==> src/rtl/atten_pkg.sv <==
package atten_pkg;
  // Per-cycle command from control to datapath
  typedef struct packed {
    logic incr;    // one step more attenuation
    logic decr;    // one step less attenuation
    logic reinit;  // force the initial setting
    logic outEn;   // selects enabled
  } stepCmd_t;
endpackage

==> src/rtl/sync_bus.sv <==
module sync_bus #(
  parameter int WIDTH = 1,
  parameter int STAGES = 2,
  parameter logic [WIDTH-1:0] RESET_VAL = '0
) (
  input  logic             clk,
  input  logic             rstN,
  input  logic [WIDTH-1:0] asyncIn,
  output logic [WIDTH-1:0] syncOut
);
  logic [WIDTH-1:0] stageQ [STAGES];

  for (genvar s = 0; s < STAGES; s++) begin : g_stage
    always_ff @(posedge clk or negedge rstN) begin
      if (!rstN) stageQ[s] <= RESET_VAL;
      else if (s == 0) stageQ[s] <= asyncIn;
      else stageQ[s] <= stageQ[(s == 0) ? 0 : s-1];
    end
  end

  assign syncOut = stageQ[STAGES-1];
endmodule

==> src/rtl/atten_ctrl.sv <==
module atten_ctrl
  import atten_pkg::*;
#(
  parameter int SYNC_STAGES = 2
) (
  input  logic     clk,
  input  logic     rstN,
  input  logic     oscTick,
  input  logic     keyActive,
  input  logic     dirUp,
  input  logic     supplyOk,
  input  logic     inhibitN,
  output stepCmd_t cmd
);
  localparam int N_IN = 5;
  // bit order: {supplyOk, inhibitN, dirUp, keyActive, oscTick}
  localparam logic [N_IN-1:0] IDLE_VAL = 5'b11000;

  logic [N_IN-1:0] rawIn, syncIn;
  logic tickS, keyS, dirS, inhS, okS;
  logic tickPrev, tickRise, stepOk;

  assign rawIn = {supplyOk, inhibitN, dirUp, keyActive, oscTick};

  sync_bus #(
    .WIDTH(N_IN), .STAGES(SYNC_STAGES), .RESET_VAL(IDLE_VAL)
  ) u_sync (
    .clk(clk), .rstN(rstN), .asyncIn(rawIn), .syncOut(syncIn)
  );

  assign {okS, inhS, dirS, keyS, tickS} = syncIn;

  always_ff @(posedge clk or negedge rstN) begin
    if (!rstN) tickPrev <= 1'b0;
    else tickPrev <= tickS;
  end

  assign tickRise = tickS & ~tickPrev;
  assign stepOk   = tickRise & keyS & inhS & okS;

  always_comb begin
    cmd.incr   = stepOk & ~dirS;
    cmd.decr   = stepOk & dirS;
    cmd.reinit = ~okS;
    cmd.outEn  = inhS;
  end
endmodule

==> src/rtl/atten_datapath.sv <==
module atten_datapath
  import atten_pkg::*;
#(
  parameter int FINE_TAPS = 5,
  parameter int COARSE_TAPS = 7,
  parameter int INIT_IDX = 20,
  localparam int NUM_STEPS = FINE_TAPS * COARSE_TAPS,
  localparam int IDX_W = $clog2(NUM_STEPS)
) (
  input  logic                   clk,
  input  logic                   rstN,
  input  stepCmd_t               cmd,
  output logic [COARSE_TAPS-1:0] coarseSel,
  output logic [FINE_TAPS-1:0]   fineSel,
  output logic [IDX_W-1:0]       levelIdx
);
  localparam logic [IDX_W-1:0] MAX_IDX  = IDX_W'(NUM_STEPS - 1);
  localparam logic [IDX_W-1:0] INIT_VAL = IDX_W'(INIT_IDX);
  localparam int INIT_COARSE = INIT_IDX / FINE_TAPS;
  localparam int INIT_FINE   = INIT_IDX % FINE_TAPS;

  logic [IDX_W-1:0] idxQ;
  logic [IDX_W-1:0] fineVal;
  logic [COARSE_TAPS-1:0] coarseNext, coarseQ;
  logic [FINE_TAPS-1:0]   fineNext, fineQ;

  // Saturating step counter; undervoltage wins over a step
  always_ff @(posedge clk or negedge rstN) begin
    if (!rstN) idxQ <= INIT_VAL;
    else if (cmd.reinit) idxQ <= INIT_VAL;
    else if (cmd.incr && idxQ != MAX_IDX) idxQ <= idxQ + 1'b1;
    else if (cmd.decr && idxQ != '0) idxQ <= idxQ - 1'b1;
  end

  assign fineVal = idxQ % IDX_W'(FINE_TAPS);

  for (genvar c = 0; c < COARSE_TAPS; c++) begin : g_coarse
    assign coarseNext[c] = (idxQ >= IDX_W'(c * FINE_TAPS)) &&
                           (idxQ <  IDX_W'((c + 1) * FINE_TAPS));
  end

  for (genvar f = 0; f < FINE_TAPS; f++) begin : g_fine
    assign fineNext[f] = (fineVal == IDX_W'(f));
  end

  always_ff @(posedge clk or negedge rstN) begin
    if (!rstN) begin
      coarseQ <= COARSE_TAPS'(1) << INIT_COARSE;
      fineQ   <= FINE_TAPS'(1) << INIT_FINE;
    end else if (cmd.outEn) begin
      coarseQ <= coarseNext;
      fineQ   <= fineNext;
    end else begin
      coarseQ <= '0;
      fineQ   <= '0;
    end
  end

  assign coarseSel = coarseQ;
  assign fineSel   = fineQ;
  assign levelIdx  = idxQ;
endmodule

==> src/rtl/step_atten_ctrl.sv <==
module step_atten_ctrl
  import atten_pkg::*;
#(
  parameter int FINE_TAPS = 5,
  parameter int COARSE_TAPS = 7,
  parameter int INIT_IDX = 20,
  parameter int SYNC_STAGES = 2,
  localparam int IDX_W = $clog2(FINE_TAPS * COARSE_TAPS)
) (
  input  logic                   clk,
  input  logic                   rstN,
  input  logic                   oscTick,
  input  logic                   keyActive,
  input  logic                   dirUp,
  input  logic                   supplyOk,
  input  logic                   inhibitN,
  output logic [COARSE_TAPS-1:0] coarseSel,
  output logic [FINE_TAPS-1:0]   fineSel,
  output logic [IDX_W-1:0]       levelIdx
);
  stepCmd_t cmd;

  atten_ctrl #(.SYNC_STAGES(SYNC_STAGES)) u_ctrl (
    .clk(clk), .rstN(rstN), .oscTick(oscTick), .keyActive(keyActive),
    .dirUp(dirUp), .supplyOk(supplyOk), .inhibitN(inhibitN), .cmd(cmd)
  );

  atten_datapath #(
    .FINE_TAPS(FINE_TAPS), .COARSE_TAPS(COARSE_TAPS), .INIT_IDX(INIT_IDX)
  ) u_dp (
    .clk(clk), .rstN(rstN), .cmd(cmd),
    .coarseSel(coarseSel), .fineSel(fineSel), .levelIdx(levelIdx)
  );
endmodule

==> config.mk <==
export PLATFORM = sky130hd
export DESIGN_NAME = step_atten_ctrl
export DESIGN_NICKNAME = d
export VERILOG_FILES = /design/src/rtl/atten_pkg.sv /design/src/rtl/sync_bus.sv /design/src/rtl/atten_ctrl.sv /design/src/rtl/atten_datapath.sv /design/src/rtl/step_atten_ctrl.sv
export SDC_FILE = /design/constraint.sdc
export NUM_CORES = 1
export LEC_CHECK = 0
export BUFFER_PORTS_ARGS = -buffer_cell sky130_fd_sc_hd__buf_4
export CORE_MARGIN = 5
export CORE_UTILIZATION = 45
export DETAILED_ROUTE_END_ITERATION = 12
export PLACE_DENSITY = 0.65
export SYNTH_ARGS = -nofsm -noshare
export SYNTH_HDL_FRONTEND = slang
export SYNTH_HIERARCHICAL = 1
export SYNTH_SLANG_ARGS = --single-unit
export TNS_END_PERCENT = 20
==> constraint.sdc <==
create_clock -name clk -period 3.7 [get_ports clk]
set_input_delay 1.11 -clock clk [delete_from_list [all_inputs] [get_ports clk]]
set_output_delay 1.11 -clock clk [all_outputs]
set_load 0.05 [all_outputs]
# Word level (Yosys, flattened, before mapping)

Index checks and enable logic that the tools add are counted.

Flip-flop bits (word level): 29
Word-level logic and storage cells: 53

Add/sub/neg operators: 2
Div/mod/pow operators: 1
Order comparisons: 14
Eq/ne operators: 6
Muxes and demuxes: 5
Bitwise logic cells: 8
Reductions and logical operators: 11

Operators by type and width:

| operator                                                                             | number |
|---|---|
| 6-bit by 5-bit greater-or-equal comparator with 1-bit output (second input constant) | 3 |
| 6-bit by 5-bit < comparator with 1-bit output (second input constant)                | 3 |
| 6-bit 2-to-1 mux                                                                     | 3 |
| 6-bit by 2-bit == test with 1-bit output (second input constant)                     | 2 |
| 6-bit by 4-bit greater-or-equal comparator with 1-bit output (second input constant) | 2 |
| 6-bit by 4-bit < comparator with 1-bit output (second input constant)                | 2 |
| 1-bit logical AND                                                                    | 9 |
| 7-bit 2-to-1 mux                                                                     | 1 |
| 6-bit by 1-bit adder with 6-bit output (second input constant)                       | 1 |
| 1-bit AND                                                                            | 6 |
| 6-bit by 1-bit == test with 1-bit output (second input constant)                     | 1 |
| 6-bit by 3-bit == test with 1-bit output (second input constant)                     | 1 |
| 6-bit by 1-bit greater-or-equal comparator with 1-bit output (second input constant) | 1 |
| 6-bit by 3-bit greater-or-equal comparator with 1-bit output (second input constant) | 1 |
| 6-bit logical NOT                                                                    | 1 |
| 6-bit by 3-bit < comparator with 1-bit output (second input constant)                | 1 |
| 6-bit < comparator (second input constant)                                           | 1 |
| 6-bit by 3-bit modulo with 6-bit output (second input constant)                      | 1 |
| 6-bit != test (second input constant)                                                | 1 |
| 6-bit nonzero test                                                                   | 1 |
| 6-bit by 1-bit subtractor with 6-bit output (second input constant)                  | 1 |
| 5-bit 2-to-1 mux                                                                     | 1 |
| 3-bit by 1-bit != test with 1-bit output (second input constant)                     | 1 |
| 1-bit inverter                                                                       | 2 |

# Depth between registers and ports, before layout

Gate-level depths: netlist of run 1.

Word-level depth: 10
Mapped depth: 13
Mapped depth without buffers: 11

# By module

Netlist of run 1, hierarchy kept.

By module, submodules not included:

| module         | times used | cells an instance | area each (um^2) | sequential area each (um^2) |
|---|---|---|---|---|
| atten_datapath | 1          | 155               | 1,348.8          | 455.4 |
| sync_bus       | 1          | 15                | 292.8            | 255.2 |
| atten_ctrl     | 1          | 5                 | 55.1             | 25.0 |

# Worst setup path before layout of run 1

OpenSTA, ideal clock, no wires.

Path kind: register -> register
From: reg u_dp.idxQ[2] (netlist: u_dp/levelIdx[2])
To: reg u_dp.fineQ[0] (netlist: u_dp/fineSel[0])
Library setup time: 0.073 ns
Arrival: 3.181 ns
Data required time: 3.627 ns
Setup slack: 0.446 ns
Cell stages (with the launch flop): 14
Buffers on the path: 2
Period minus slack after synthesis: 3.254 ns
Cells stage by stage: dfstp_2 > buf_6 > nand2b_1 > o21ai_1 > a222oi_1 > ha_1 > clkbuf_1 > nor2b_1 > a2bb2oi_1 > and3_1 > o21a_1 > o211ai_2 > or3_1 > a21oi_1

Word-level cells in the longest chain between the ends: 3

Ends and longest elaborated chain:

| element                                 | RTL line             | source |
|---|---|---|
| start: declaration                      | atten_datapath.sv:22 | `logic [IDX_W-1:0] idxQ;` |
| start signal: assignment                | atten_datapath.sv:31 | `else if (cmd.incr && idxQ != MAX_IDX) idxQ <= idxQ + 1'b1;` |
| start signal: assignment                | atten_datapath.sv:32 | `else if (cmd.decr && idxQ != '0) idxQ <= idxQ - 1'b1;` |
| 6-bit by 3-bit modulo with 6-bit output | atten_datapath.sv:35 | `assign fineVal = idxQ % IDX_W'(FINE_TAPS);` |
| 6-bit logical NOT                       | atten_datapath.sv:43 | `assign fineNext[f] = (fineVal == IDX_W'(f));` |
| 5-bit 2-to-1 mux                        | atten_datapath.sv:50 | `end else if (cmd.outEn) begin` |
| end signal: assignment                  | atten_datapath.sv:49 | `fineQ <= FINE_TAPS'(1) << INIT_FINE;` |
| end signal: assignment                  | atten_datapath.sv:52 | `fineQ <= fineNext;` |
| end: declaration                        | atten_datapath.sv:25 | `logic [FINE_TAPS-1:0] fineNext, fineQ;` |

No other way between the ends.
A chain may end at the register's enable or synchronous reset.

# Worst setup path in the final report of run 1

From: reg u_dp.idxQ[2] (netlist: u_dp/levelIdx[2])
To: reg u_dp.fineQ[3] (netlist: u_dp/fineSel[3])

Word-level cells in the longest chain between the ends: 3

Ends and longest elaborated chain:

| element                                  | RTL line |
|---|---|
| 6-bit by 3-bit modulo with 6-bit output  | atten_datapath.sv:35 |
| 6-bit by 2-bit == test with 1-bit output | atten_datapath.sv:43 |
| 5-bit 2-to-1 mux                         | atten_datapath.sv:50 |

No other way between the ends.

==> impl_metrics.ini, run 1 <==
[run_status]
run_status = complete, no violations

[setup_path]
worstPathArrival_ns = 3.53
crit_path_top_delay_cell = dfstp_2
r2r_end = u_dp/fineSel[3]
rr_worst_depth = 12
start_kind = register
worstPathRequired_ns = 3.91
endpoint_kind = register
cp_cell_sequence = nand2b_1, o21ai_1, a222oi_1, buf_4, ha_1, nor2b_1, a2bb2oi_1, o2111ai_1, mux2i_1, a2111o_1, mux2i_1, and2_1
worst_path_most_repeated_cell = mux2i_1
path_delay_family = compound AO/OA/AOI/OAI gates
path_max_fanout = 19
crit_end = u_dp/fineSel[3]
slowest_delay_ns = 0.73
crit_cells = 12
path_class = reg -> reg
rrSetupSlack_ns = 0.38
critical_path_buf_inv_count = 1
rr_startpoint = u_dp/levelIdx[2]
startpoint = u_dp/levelIdx[2]

[min_path]
holdPathStages = 0
worstHoldPathType = reg -> reg

[cts]
cts_buffers = 5
root_buffer = clkbuf_8
cts_tree = done
ctsHoldBuffers = 0
htree_levels = 2
clk_pin_slew_ns = 0.06
clk_latency_ns = 0.28
clockBufferDepth = 2
cts_sinks = 29

[layout]
layout_common_cells = buf_4 (29), dfrtp_1 (21), nor2_1 (18), nand2_1 (12), a21oi_1 (11)
area_delta_synth_final_pct = 17.4
fin_util_pct = 54.4
fill_cells = 317
final_common_cell = buf_4
layout-drive-gt1-share_pct = 26.6
n_antenna_cell = 0
fin_nets = 212

[detailed_routing]
drc = 0
ant_nets = 0
vias_per_cell = 5.62
vias = 1388
wl_per_cell_microns = 15.2
drt_iter0_drc = 101
firstDrtPassIters = 4
wirelength_microns = 3760

[sta]
period_minus_slack_ns = 3.32
slew_headroom_pct = 54.9
fmax_mhz = 301
rsz0062_at_grt = false
tightest_slew_ns = 0.673
timing.final.ws_setup_ns = 0.379
timing.final.hold_violations = 0
skew_ns = 0.00683
fin_crit_sh_pct = 89.7
setup-violations-final = 0
setup_tns_ns = 0
fin_hold_ws_ns = 0.348
drv_slew = 0

[grt]
grt.total_usage_pct = 15.7
grt_max_degree = 30
gr-total-overflow = 0
grt_antenna_before_repair = 0
grt_pass1_wl_microns = 6270
first_global_vias = 1368

[synth]
synth-warning-count = 6
yosys-top-cells-area = dfrtp_1 (31%), dfstp_2 (12%), ha_1 (4.4%)
synth_area_leader_cell = dfrtp_1
synth_ff_type = dfrtp_1
synth_nets = 189
ys_seq_area_share_pct = 43.4
ys_types = 54
synth_top_area_share_pct = 31.0
syn_area_sq_mm = 0.00170
synth_edf_count = 0
syn_inst = 175
syn_avg_cell_area_sq_um = 9.70
async_reset_ff_share_pct = 100
yosys_register_bits = 29

[floorplanning]
die_h_microns = 71.4
dieArea_sq_mm = 0.00510
dieWidth_microns = 71.4
start_util_pct = 46.3
rows = 22
core_area_sq_mm = 0.00366
ioPinCount = 25

[flow_run]
max-cap-violations = 0

[placed_design]
dp_hpwl_microns = 2730
io_buffer_count = 24
dpl_worst_slack_ns = 0.139
gp_congestion = 0.837

[power_and_ir_drop]
peakVddDrop_uv = 372
pwr_density_cell_mw_per_mm2 = 350
p_leak_nw = 0.909
registers in the layout (all words and copies together) (netlist names):
name	flops
u_ctrl/tickPrev	1
u_ctrl/u_sync/syncOut	5
u_dp/levelIdx	6
u_dp/coarseSel	7
u_ctrl/u_sync/stageQ	5
u_dp/fineSel	5
worst min-delay path by stage:
stage	startpoint	slack (ns)	end
finish	u_ctrl/u_sync/stageQ[7]	0.35	u_ctrl/u_sync/syncOut[2]
global route	u_ctrl/u_sync/stageQ[6]	0.36	u_ctrl/u_sync/syncOut[1]
CTS	u_ctrl/u_sync/stageQ[7]	0.35	u_ctrl/u_sync/syncOut[2]
detailed placement	u_ctrl/u_sync/stageQ[7]	0.33	u_ctrl/u_sync/syncOut[2]
global placement	u_ctrl/u_sync/stageQ[5]	0.33	u_ctrl/u_sync/syncOut[0]
floorplan	u_ctrl/u_sync/stageQ[5]	0.33	u_ctrl/u_sync/syncOut[0]
per-layer routing:
| metal | vias to the layer above | GRT usage (%) | routed length [microns] |
|---|---|---|---|
| met1 | 665 | 17.7 | 1490 |
| met4 | 0 | 6.05 | 59 |
| met5 | - | 0 | 0 |
| li1 | 666 | - | - |
| met3 | 6 | 5.47 | 266 |
| met2 | 51 | 27.1 | 1950 |
through the flow:
step	power (W)	instances	instance area [sq um]
2_1_floorplan	0.000395	175	1700
3_3_place_gp	0.000415	238	1880
3_5_place_dp	0.000418	238	1880
4_1_cts	0.000707	246	1980
5_1_grt	0.000733	247	1990
6_report	0.000698	247	1990
layout make-up:
type | instances | area, sq um | area share, %
repair buffers | 29 | 218 | 10.9
clock buffers | 7 | 96.3 | 4.84
clock inverters | 1 | 5.00 | 0.251
multi-input cells | 125 | 847 | 42.5
well taps | 48 | 60.1 | 3.02
flip-flops and latches | 29 | 736 | 36.9
inverters | 8 | 30.0 | 1.51
cells by family after synthesis:
group | synth area share [%]
AO/OA/AOI/OAI | 17.8
multiplexers | 3.02
XOR/XNOR | 2.58
flip-flops | 43.4
AND/OR/NAND/NOR | 20.9
adder cells (fa/ha/maj) | 5.60
buffers and inverters | 6.71
worst reg2reg max path, delay by kind of cell (launching register included):
family	cells	cell delay, ns
muxes	2	0.39
DFF	1	0.73
AOI/OAI and AO/OA	5	1.17
buffers and inverters	1	0.20
adders and majority gates	1	0.32
and+or+nand+nor	3	0.45
cell usage after synthesis (2+ instances only):
| cell | n |
|---|---|
| and2_1 | 3 |
| or2_2 | 2 |
| mux2i_1 | 4 |
| nor2b_1 | 5 |
| a211oi_1 | 2 |
| buf_6 | 2 |
| inv_1 | 8 |
| xnor2_1 | 2 |
| nand3_1 | 5 |
| nor2_1 | 18 |
| a21o_1 | 4 |
| dfrtp_1 | 21 |
| or3_1 | 2 |
| buf_4 | 5 |
| o21ai_0 | 4 |
| nand2_1 | 12 |
| clkbuf_1 | 5 |
| xor2_1 | 3 |
| a31oi_1 | 2 |
| nor4_1 | 3 |
| nand2b_1 | 2 |
| a22oi_1 | 2 |
| ha_1 | 6 |
| nor3b_1 | 4 |
| dfstp_2 | 8 |
| o21a_1 | 2 |
| a21oi_1 | 11 |
| o21ai_1 | 2 |
report_power, final:
| group | leakage [nW] | switching, W | total [W] | internal [W] |
|---|---|---|---|---|
| sequential | 0.361 | 0.00000618 | 0.000338 | 0.000331 |
| clock | 0.0542 | 0.000118 | 0.000285 | 0.000168 |
| combinational | 0.494 | 0.0000477 | 0.0000748 | 0.0000271 |
what timing repair did:
action,CTS,global route
endpoints found under the setup margin,0,4
buffers inserted,0,1
resized for setup,0,0
Note: power is estimated with default switching activity, not from simulation.
==> inputs of run 2 (changes only) <==
--- a/config.mk
+++ b/config.mk
@@ -9,9 +9,9 @@
 export CORE_MARGIN = 5
 export CORE_UTILIZATION = 45
 export DETAILED_ROUTE_END_ITERATION = 12
-export PLACE_DENSITY = 0.65
+export PLACE_DENSITY = 0.77
 export SYNTH_ARGS = -nofsm -noshare
 export SYNTH_HDL_FRONTEND = slang
 export SYNTH_HIERARCHICAL = 1
 export SYNTH_SLANG_ARGS = --single-unit
-export TNS_END_PERCENT = 20
+export TNS_END_PERCENT = 50
==> impl_metrics.ini, run 2 (same netlist as run 1, synthesis figures left out) <==
[setup_path]
worstPathArrival_ns = 3.64
start_kind = register
rrSetupSlack_ns = 0.27
worstPathRequired_ns = 3.91
slowest_delay_ns = 0.72
crit_cells = 11
crit_path_top_delay_cell = dfstp_2
rr_worst_depth = 11
crit_end = u_dp/fineSel[0]
startpoint = u_dp/levelIdx[2]
critical_path_buf_inv_count = 0
r2r_end = u_dp/fineSel[0]
path_class = reg -> reg
endpoint_kind = register
rr_startpoint = u_dp/levelIdx[2]
path_delay_family = compound AO/OA/AOI/OAI gates
path_max_fanout = 19
cp_cell_sequence = nand2b_1, o21ai_1, a222oi_1, ha_1, nor2b_1, a2bb2oi_1, and3_1, o21a_1, o211ai_2, or3_1, a21oi_1

[placed_design]
dpl-instance-area_sq_mm = 0.00188
gp_congestion = 0.912
io_buffer_count = 24
placedCellCount = 237
dp_hpwl_microns = 2520

[sta]
timing.final.hold_violations = 0
fin_crit_sh_pct = 92.6
tightest_slew_ns = 0.660
setup-violations-final = 0
period_minus_slack_ns = 3.43
setup_tns_ns = 0
fmax_mhz = 292
rsz0062_at_grt = false
drv_slew = 0
slew_headroom_pct = 55.8
skew_ns = 0.00767

[layout]
layout_common_cells = buf_4 (27), dfrtp_1 (21), nor2_1 (18), nand2_1 (12), a21oi_1 (11)
largest_reg_flops = 7
fin_cells = 245
final_common_cell = buf_4
area_delta_synth_final_pct = 17.3
layout-drive-gt1-share_pct = 25.9
fill_cells = 327
fin_nets = 210
n_antenna_cell = 0
final_area_sq_mm = 0.00199

[floorplanning]
die_h_microns = 71.4
dieWidth_microns = 71.4
dieArea_sq_mm = 0.00510
start_util_pct = 46.3
ioPinCount = 25
rows = 22
core_area_sq_mm = 0.00366

[detailed_routing]
wirelength_microns = 3500
firstDrtPassIters = 6
wl_per_cell_microns = 14.3
vias_per_cell = 5.54
vias = 1357
drc = 0
drt_iter0_drc = 172
ant_nets = 0

[cts]
clk_latency_ns = 0.29
cts_resized = 0
ctsHoldBuffers = 0
root_buffer = clkbuf_8
clk_pin_slew_ns = 0.07
postCtsSetupRepairBufs = 0
cts_sinks = 29
cts_tree = done
clockBufferDepth = 2
cts_buffers = 5
htree_levels = 2

[min_path]
worstHoldPathType = reg -> reg
holdPathStages = 0

[grt]
grt.total_usage_pct = 14.8
grt_antenna_before_repair = 0
grt_max_degree = 30
grt_pass1_wl_microns = 5890
gr-total-overflow = 0
first_global_vias = 1257

[flow_run]
max-cap-violations = 0

[power_and_ir_drop]
pwr_density_cell_mw_per_mm2 = 371
peakVddDrop_uv = 265
p_leak_nw = 0.900

[run_status]
run_status = complete, no violations
-- run 2: cell types whose count changed in the layout (fill, tap and decap cells not counted), sizes merged --
cell	delta
buf	-2
bufinv	+1
clkbuf	-2
clkinvlp	+1
-- run 2: report_power, final --
group | leakage, nW | switching [W] | internal (W)
combinational | 0.485 | 0.0000470 | 0.0000268
clock | 0.0543 | 0.000127 | 0.000201
sequential | 0.361 | 0.00000633 | 0.000331
total | 0.900 | 0.000180 | 0.000559
-- run 2: layout make-up --
| cell class | count | area [sq um] | area share [%] |
|---|---|---|---|
| Clock buffer | 5 | 68.8 | 3.46 |
| Inverter | 8 | 30.0 | 1.51 |
| Sequential cell | 29 | 736 | 37.0 |
| Multi-Input combinational cell | 125 | 847 | 42.6 |
| Clock inverter | 3 | 46.3 | 2.33 |
| Timing Repair Buffer | 27 | 203 | 10.2 |
| Tap cell | 48 | 60.1 | 3.02 |
-- run 2: worst min path at each step --
stage	start	endpoint	slack (ns)
after floorplan	u_ctrl/u_sync/stageQ[5]	u_ctrl/u_sync/syncOut[0]	0.33
after global placement	u_ctrl/u_sync/stageQ[6]	u_ctrl/u_sync/syncOut[1]	0.33
after detailed placement	u_ctrl/u_sync/stageQ[6]	u_ctrl/u_sync/syncOut[1]	0.34
after CTS	u_ctrl/u_sync/stageQ[6]	u_ctrl/u_sync/syncOut[1]	0.35
after global routing	u_ctrl/u_sync/stageQ[8]	u_ctrl/u_sync/syncOut[3]	0.36
final	u_ctrl/u_sync/stageQ[5]	u_ctrl/u_sync/syncOut[0]	0.35
-- run 2: worst reg2reg max path: stages (launching register included) --
cell and delay (ns):
dfstp_2 0.72, nand2b_1 0.20, o21ai_1 0.07, a222oi_1 0.58, ha_1 0.45, nor2b_1 0.09, a2bb2oi_1 0.17, and3_1 0.27
o21a_1 0.18, o211ai_2 0.15, or3_1 0.35, a21oi_1 0.15
-- run 2: metal layers --
| metal | vias up | global-route usage, % | wire, microns |
|---|---|---|---|
| met3 | 7 | 4.07 | 264 |
| met5 | - | 0 | 0 |
| li1 | 671 | - | - |
| met4 | 0 | 6.26 | 55 |
| met1 | 626 | 18.6 | 1530 |
| met2 | 53 | 23.8 | 1650 |
-- run 2: through the flow --
step,power (W),utilization (%),hold slack [ns],setup slack [ns]
final,0.000739,54.4,0.350,0.273
after CTS,0.000750,54.4,0.354,0.319
after floorplan,0.000395,-,0.331,0.446
after detailed placement,0.000418,51.2,0.338,0.343
after global placement,0.000416,51.2,0.333,0.411
after global routing,0.000771,54.4,0.363,0.0338
